### src/rtl/eag_pkg.sv
package eag_pkg;
    parameter int EAG_AW = 16;
    parameter int EAG_DW = 8;
    localparam int PG_W  = EAG_AW - EAG_DW;
    localparam logic [EAG_AW-1:0] PAGE_LSB = EAG_AW'(1) << EAG_DW;

    typedef enum logic [3:0] {
        AM_ZP   = 4'd0,
        AM_ZPX  = 4'd1,
        AM_ZPY  = 4'd2,
        AM_ABS  = 4'd3,
        AM_ABSX = 4'd4,
        AM_ABSY = 4'd5,
        AM_INDX = 4'd6,
        AM_INDY = 4'd7,
        AM_REL  = 4'd8
    } addr_mode_e;

    typedef enum logic [1:0] {
        AK_READ  = 2'd0,
        AK_WRITE = 2'd1,
        AK_RMW   = 2'd2
    } acc_kind_e;

    typedef enum logic [3:0] {
        SQ_IDLE, SQ_OPLO, SQ_OPHI, SQ_PTRLO, SQ_PTRHI,
        SQ_DUMMY, SQ_DATA, SQ_WBACK, SQ_FINAL, SQ_DONE
    } seq_state_e;

    typedef struct packed {
        logic [EAG_AW-1:0] ea;
        logic [EAG_AW-1:0] dummy;
        logic              carry;
    } idx_res_t;

    typedef struct packed {
        logic [EAG_AW-1:0] target;
        logic              crossed;
        logic [1:0]        extra;
    } br_res_t;

    function automatic logic mode_indexed(input addr_mode_e m);
        return (m == AM_ABSX) || (m == AM_ABSY) || (m == AM_INDY);
    endfunction

    function automatic logic mode_zpage(input addr_mode_e m);
        return (m == AM_ZP) || (m == AM_ZPX) || (m == AM_ZPY);
    endfunction

    function automatic logic mode_uses_y(input addr_mode_e m);
        return (m == AM_ZPY) || (m == AM_ABSY) || (m == AM_INDY);
    endfunction
endpackage

### src/rtl/eag_index_unit.sv
module eag_index_unit
    import eag_pkg::*;
(
    input  logic [EAG_AW-1:0] base,
    input  logic [EAG_DW-1:0] index,
    input  logic              is_read,
    output idx_res_t          res
);
    logic [EAG_DW:0]   low_sum;
    logic [EAG_AW-1:0] full_sum;

    always_comb begin
        low_sum  = {1'b0, base[EAG_DW-1:0]} + {1'b0, index};
        full_sum = base + EAG_AW'(index);
        res.ea    = full_sum;
        res.carry = low_sum[EAG_DW];
        if (is_read)
            res.dummy = full_sum ^ PAGE_LSB;
        else
            res.dummy = {base[EAG_AW-1:EAG_DW], low_sum[EAG_DW-1:0]};
    end
endmodule

### src/rtl/eag_branch_unit.sv
module eag_branch_unit
    import eag_pkg::*;
(
    input  logic [EAG_AW-1:0] pc_next,
    input  logic [EAG_DW-1:0] disp,
    input  logic              taken,
    output br_res_t           res
);
    always_comb begin
        res.target  = pc_next + {{PG_W{disp[EAG_DW-1]}}, disp};
        res.crossed = res.target[EAG_AW-1:EAG_DW] != pc_next[EAG_AW-1:EAG_DW];
        if (!taken)
            res.extra = 2'd0;
        else if (res.crossed)
            res.extra = 2'd2;
        else
            res.extra = 2'd1;
    end
endmodule

### src/rtl/eag_top.sv
module eag_top
    import eag_pkg::*;
(
    input  logic              clk,
    input  logic              rst,
    input  logic              start,
    input  logic [3:0]        mode,
    input  logic [1:0]        kind,
    input  logic [EAG_AW-1:0] pc_in,
    input  logic [EAG_DW-1:0] x_in,
    input  logic [EAG_DW-1:0] y_in,
    input  logic              taken,
    input  logic [EAG_DW-1:0] wr_val,
    output logic [EAG_AW-1:0] mem_addr,
    output logic              mem_rd,
    output logic              mem_wr,
    output logic [EAG_DW-1:0] mem_wdata,
    input  logic [EAG_DW-1:0] mem_rdata,
    output logic              busy,
    output logic              done,
    output logic [EAG_AW-1:0] ea,
    output logic [EAG_AW-1:0] pc_out,
    output logic              page_cross,
    output logic [1:0]        extra_cyc,
    output logic [EAG_DW-1:0] data_q
);
    seq_state_e        state_q;
    addr_mode_e        mode_q;
    acc_kind_e         kind_q;
    logic [EAG_DW-1:0] x_q, y_q, wv_q, lo_q, ptr_q;
    logic              taken_q;
    logic [EAG_AW-1:0] pc_q, ea_q, dummy_q;
    logic              cross_q;
    logic [1:0]        extra_q;
    logic [EAG_DW-1:0] data_r;

    logic [EAG_DW-1:0] idx_sel;
    logic [EAG_DW-1:0] zp_sum;
    idx_res_t          ires;
    br_res_t           bres;
    logic              indexed;

    assign idx_sel = mode_uses_y(mode_q) ? y_q : x_q;
    assign indexed = mode_indexed(mode_q);
    assign zp_sum  = mem_rdata + ((mode_q == AM_ZP) ? '0 : idx_sel);

    eag_index_unit idx_u (
        .base    ({mem_rdata, lo_q}),
        .index   (indexed ? idx_sel : '0),
        .is_read (kind_q == AK_READ),
        .res     (ires)
    );

    eag_branch_unit br_u (
        .pc_next (pc_q + EAG_AW'(1)),
        .disp    (mem_rdata),
        .taken   (taken_q),
        .res     (bres)
    );

    // Memory port: one access per state.
    always_comb begin
        mem_addr  = '0;
        mem_rd    = 1'b0;
        mem_wr    = 1'b0;
        mem_wdata = '0;
        unique case (state_q)
            SQ_OPLO, SQ_OPHI: begin
                mem_addr = pc_q;
                mem_rd   = 1'b1;
            end
            SQ_PTRLO, SQ_PTRHI: begin
                mem_addr = {{PG_W{1'b0}}, ptr_q};
                mem_rd   = 1'b1;
            end
            SQ_DUMMY: begin
                mem_addr = dummy_q;
                mem_rd   = 1'b1;
            end
            SQ_DATA: begin
                mem_addr  = ea_q;
                mem_rd    = (kind_q != AK_WRITE);
                mem_wr    = (kind_q == AK_WRITE);
                mem_wdata = wv_q;
            end
            SQ_WBACK: begin
                mem_addr  = ea_q;
                mem_wr    = 1'b1;
                mem_wdata = data_r;
            end
            SQ_FINAL: begin
                mem_addr  = ea_q;
                mem_wr    = 1'b1;
                mem_wdata = wv_q;
            end
            default: ;
        endcase
    end

    always_ff @(posedge clk) begin
        if (rst) begin
            state_q <= SQ_IDLE;
            mode_q  <= AM_ZP;
            kind_q  <= AK_READ;
            x_q     <= '0;
            y_q     <= '0;
            wv_q    <= '0;
            lo_q    <= '0;
            ptr_q   <= '0;
            taken_q <= 1'b0;
            pc_q    <= '0;
            ea_q    <= '0;
            dummy_q <= '0;
            cross_q <= 1'b0;
            extra_q <= '0;
            data_r  <= '0;
        end else begin
            unique case (state_q)
                SQ_IDLE: if (start) begin
                    mode_q  <= addr_mode_e'(mode);
                    kind_q  <= acc_kind_e'(kind);
                    x_q     <= x_in;
                    y_q     <= y_in;
                    wv_q    <= wr_val;
                    taken_q <= taken;
                    pc_q    <= pc_in;
                    cross_q <= 1'b0;
                    extra_q <= '0;
                    state_q <= SQ_OPLO;
                end
                SQ_OPLO: begin
                    lo_q <= mem_rdata;
                    pc_q <= pc_q + EAG_AW'(1);
                    unique case (mode_q)
                        AM_ZP, AM_ZPX, AM_ZPY: begin
                            ea_q    <= {{PG_W{1'b0}}, zp_sum};
                            state_q <= SQ_DATA;
                        end
                        AM_ABS, AM_ABSX, AM_ABSY:
                            state_q <= SQ_OPHI;
                        AM_INDX: begin
                            ptr_q   <= mem_rdata + x_q;
                            state_q <= SQ_PTRLO;
                        end
                        AM_INDY: begin
                            ptr_q   <= mem_rdata;
                            state_q <= SQ_PTRLO;
                        end
                        AM_REL: begin
                            ea_q    <= bres.target;
                            cross_q <= taken_q && bres.crossed;
                            extra_q <= bres.extra;
                            if (taken_q)
                                pc_q <= bres.target;
                            state_q <= SQ_DONE;
                        end
                        default: state_q <= SQ_DONE;
                    endcase
                end
                SQ_PTRLO: begin
                    lo_q    <= mem_rdata;
                    ptr_q   <= ptr_q + EAG_DW'(1);
                    state_q <= SQ_PTRHI;
                end
                SQ_OPHI, SQ_PTRHI: begin
                    if (state_q == SQ_OPHI)
                        pc_q <= pc_q + EAG_AW'(1);
                    ea_q    <= ires.ea;
                    dummy_q <= ires.dummy;
                    cross_q <= indexed && ires.carry;
                    extra_q <= {1'b0, indexed && ires.carry && (kind_q == AK_READ)};
                    if (indexed && ((kind_q != AK_READ) || ires.carry))
                        state_q <= SQ_DUMMY;
                    else
                        state_q <= SQ_DATA;
                end
                SQ_DUMMY: state_q <= SQ_DATA;
                SQ_DATA: begin
                    if (kind_q != AK_WRITE)
                        data_r <= mem_rdata;
                    if (kind_q != AK_RMW)
                        state_q <= SQ_DONE;
                    else if (mode_zpage(mode_q))
                        state_q <= SQ_FINAL;
                    else
                        state_q <= SQ_WBACK;
                end
                SQ_WBACK: state_q <= SQ_FINAL;
                SQ_FINAL: state_q <= SQ_DONE;
                SQ_DONE:  state_q <= SQ_IDLE;
                default:  state_q <= SQ_IDLE;
            endcase
        end
    end

    assign busy       = (state_q != SQ_IDLE);
    assign done       = (state_q == SQ_DONE);
    assign ea         = ea_q;
    assign pc_out     = pc_q;
    assign page_cross = cross_q;
    assign extra_cyc  = extra_q;
    assign data_q     = data_r;
endmodule

### config.mk
export PLATFORM = sky130hd
export DESIGN_NAME = eag_top
export DESIGN_NICKNAME = d
export VERILOG_FILES = /design/src/rtl/eag_pkg.sv /design/src/rtl/eag_index_unit.sv /design/src/rtl/eag_branch_unit.sv /design/src/rtl/eag_top.sv
export SDC_FILE = /design/constraint.sdc
export NUM_CORES = 1
export LEC_CHECK = 0
export BUFFER_PORTS_ARGS = -buffer_cell sky130_fd_sc_hd__clkbuf_2
export CAP_MARGIN = 15
export CORE_ASPECT_RATIO = 0.75
export CORE_MARGIN = 3
export CORE_UTILIZATION = 30
export DETAILED_ROUTE_END_ITERATION = 7
export GPL_ROUTABILITY_DRIVEN = 0
export SLEW_MARGIN = 20
export SYNTH_ARGS = -nofsm -noshare
export SYNTH_HDL_FRONTEND = slang
export SYNTH_SLANG_ARGS = --single-unit
export TNS_END_PERCENT = 30
### constraint.sdc
create_clock -name clk -period 3.46 [get_ports clk]
set_input_delay 0.173 -clock clk [delete_from_list [all_inputs] [get_ports clk]]
set_output_delay 0.173 -clock clk [all_outputs]
set_load 0.02 [all_outputs]
==> results.toml <==
[outcome]
outcome = "completed"

[floorplanning]
fp.dieW_microns = 194
ios = 129
die_y_microns = 147
std_cell_rows = 50
start_util_pct = 31.2
die_area_sq_um = 28600
coreArea_sq_um = 25500

[timing]
max_freq_mhz = 298
setup_tns_ns = 0
rsz0062_at_grt = "true"
fin_ws_ns = 0.107
drv_slew = 0
timing.hold.ws_ns = 0.0244
final-hold-violation-count = 0
fin_worst_skew_ns = 0.0106
finalCritPeriodShare_pct = 96.9
setup_violations = 0
worst_pin_slew_ns = 0.974
relSlewSlack_pct = 35.0
period_minus_slack_ns = 3.35

[routing]
post_drt_wl_per_cell_microns = 19.6
route.final.wire_length_microns = 30600
viasPerCell = 5.57
drt_pass1_iterations = 5
drc = 0
num_vias = 8697
drt_iter0_drc = 831
drtAntennaViolNets = 0

[hold_path]
hold_start = "y_in[7]"
hold_path_end = "y_q[7]"
min_path_type = "input port to register"
min_path_cells = 3

[synth]
synth_seq_area_share_pct = 27.6
syn_nets = 1174
syn_inst = 1071
synth.distinct_cells = 74
synth-main-ff-cell = "dfxtp_1"
synth_compound_area_share_pct = 26.8
synthMuxAreaShare_pct = 1.27
synthesis.area_sq_um = 7970
syn_area_per_cell_sq_um = 7.44
ys_async_sr_fraction_pct = 0
synth-edff-count = 0
synth_simple_gate_area_share_pct = 23.6
yosysWarnings = 0
synth_seq_cells = 110
synth_xor_area_share_pct = 8.23
synth_top_family_by_area = "compound AO/OA/AOI/OAI gates"
synth_fa_ha_area_share_pct = 7.44

[placed_design]
dp_hpwl_microns = 23300
dpl_cell_area_sq_um = 9320
io_buffers = 128
dp_cells = 1541
place_ws_ns = 0.0193

[setup_path]
r2r_cells = 14
crit-reg2reg-launch = "pc_out[9]"
cpMostUsedCell = "buf_4"
critPathKind = "register to register"
critPathMaxStageDelay_ns = 0.48
cp-start-kind = "register"
crit_family = "simple AND/OR/NAND/NOR gates"
worstPathRequired_ns = 3.67
slowest_stage = "dfxtp_1"
path_max_fanout = 6
crit_buf_inv = 2
r2r_end = "pc_out[15]"
crit_arrival_ns = 3.57
cp_cell_sequence = "and4_1 -> nand3_1 -> nor2_2 -> xnor2_1 -> ha_2 -> buf_4 -> nand4_1 -> a211o_1 -> o41a_1 -> o311ai_1 -> buf_4 -> or3_1 -> a31oi_1 -> nor3_1"
setup.worst_path.end_class = "register"
rrSetupSlack_ns = 0.11

[grt]
overflow = 0
antenna_found_initial = 1
grt_pass1_wl_microns = 46800
first_global_vias = 8108
grt_max_degree = 85
gr-usage-all-layers_pct = 20.6

[pwr]
netSwitchingFraction_pct = 49.6
ir_worst_vdd_uv = 379
combPwrFrac_pct = 62.6
p_clk_share_pct = 14.6
power.total_mw = 8.56
p_int_mw = 4.32
powerDensity_nw_per_um2 = 868
power.share.sequential_pct = 22.8
leakage_nw = 4.23
switchingPower_mw = 4.24

[finish]
syn_to_final_growth_pct = 23.7
drive_above_1_share_pct = 21.8
antenna_cells = 0
post-route-util_pct = 38.6
n_fill_cell = 2709
fin_nets = 1321
final_area_sq_um = 9860
stdcell_count = 1561

[clock_network]
cts_buffer_depth = 2
clkTransAtPathRegs_ns = 0.08
cts_sinks = 110
ctsHtreeMaxLevel = 3
cts_tree = "yes"
hold_buffers = 0
clk_latency_ns = 0.37
root_buffer = "clkbuf_16"
cts_made_buffers = 9

[flow_run]
drv_cap = 0
## worst reg2reg max path, cell delays in order, from the launching register on
cell and delay (ns):
dfxtp_1 0.48, and4_1 0.27, nand3_1 0.13, nor2_2 0.20, xnor2_1 0.27, ha_2 0.39, buf_4 0.17, nand4_1 0.14
a211o_1 0.14, o41a_1 0.14, o311ai_1 0.15, buf_4 0.19, or3_1 0.30, a31oi_1 0.17, nor3_1 0.07
## cell families after synthesis
family	Yosys count
compound gates	320
xor+xnor	69
fa+ha+maj	45
buf+inv	105
flops	110
mux	10
simple gates	412
## registers in the layout (all words and copies together), names as in the netlist
name and cells:
dummy_q 16, ea 16, pc_out 16, data_q 8, lo_q 8, ptr_q 8
wv_q 8, x_q 8, y_q 8, mode_q 4, state_q 4, extra_cyc 2
kind_q 2, page_cross 1, taken_q 1
## power by group through the flow
stage,Combinational (mW),Clock (mW),Sequential [mW]
after floorplan,3.32,0,1.98
after global routing,5.82,1.34,1.99
after detailed placement,5.11,0,1.96
after global placement,5.06,0,1.95
after CTS,5.14,1.27,1.93
final,5.36,1.25,1.95
## cell usage in the layout, fill, tap and decap left out, types with 11 or more instances in the layout
cell and count:
nand2_1 171, clkbuf_2 127, a21oi_1 113, dfxtp_1 109
nor2_1 100, buf_4 75, o21ai_0 44, nor3_1 39
inv_1 37, xnor2_1 37, ha_1 35, xor2_1 24
nand3_1 19, a22oi_1 19, a222oi_1 17, a211oi_1 16
and3_1 15, a22o_1 15, a221oi_1 13, a21o_1 12
o211ai_1 11
## final cells by class
class / instances / area, sq um / area share (%)
clock buffer: 11 / 243 / 2.46
sequential: 110 / 2200 / 22.3
inverter: 38 / 143 / 1.45
clock inverter: 5 / 106 / 1.08
multi-input combinational: 856 / 5530 / 56.1
tap: 338 / 423 / 4.29
timing repair buffer: 203 / 1210 / 12.3
## synth_stat cells, types with 15 or more instances
master | count | area [sq um]
a21oi_1 | 119 | 596
and3_1 | 18 | 113
a22o_1 | 15 | 131
o21ai_0 | 45 | 225
nor3_1 | 42 | 210
dfxtp_1 | 110 | 2200
nand3_1 | 19 | 95.1
ha_1 | 41 | 513
xor2_1 | 26 | 228
nand2_1 | 171 | 642
a22oi_1 | 19 | 143
nor2_1 | 102 | 383
inv_1 | 37 | 139
xnor2_1 | 38 | 333
a222oi_1 | 17 | 170
a211oi_1 | 16 | 120
clkbuf_1 | 57 | 214
## repair_timing
action | CTS | global route
pin swaps | 0 | 7
setup endpoints to repair | 1 | 12
hold endpoints to repair | 0 | 0
setup buffers | 0 | 4
resized for setup | 0 | 35
## worst max-delay path by stage
stage                     startpoint    endpoint  slack (ns)  depth (start not counted)
after CTS                  pc_out[0]  page_cross       -0.01                         14
after floorplan            pc_out[2]  page_cross        0.01                         16
after global routing       pc_out[1]  page_cross       -0.07                         14
after detailed placement   pc_out[0]  page_cross        0.02                         14
after global placement     pc_out[0]  pc_out[15]        0.15                         15
final                      pc_out[9]  pc_out[15]        0.11                         14
## per-layer routing
| metal | vias to the layer above | routed length, microns | global-route usage [%] |
|---|---|---|---|
| met3 | 35 | 2610 | 3.99 |
| met1 | 4126 | 14900 | 31.2 |
| met2 | 394 | 12600 | 30.2 |
| met4 | 2 | 480 | 4.27 |
| met5 | - | 8 | 0 |
| li1 | 4140 | - | - |
Power figures use the tool's default switching activity.
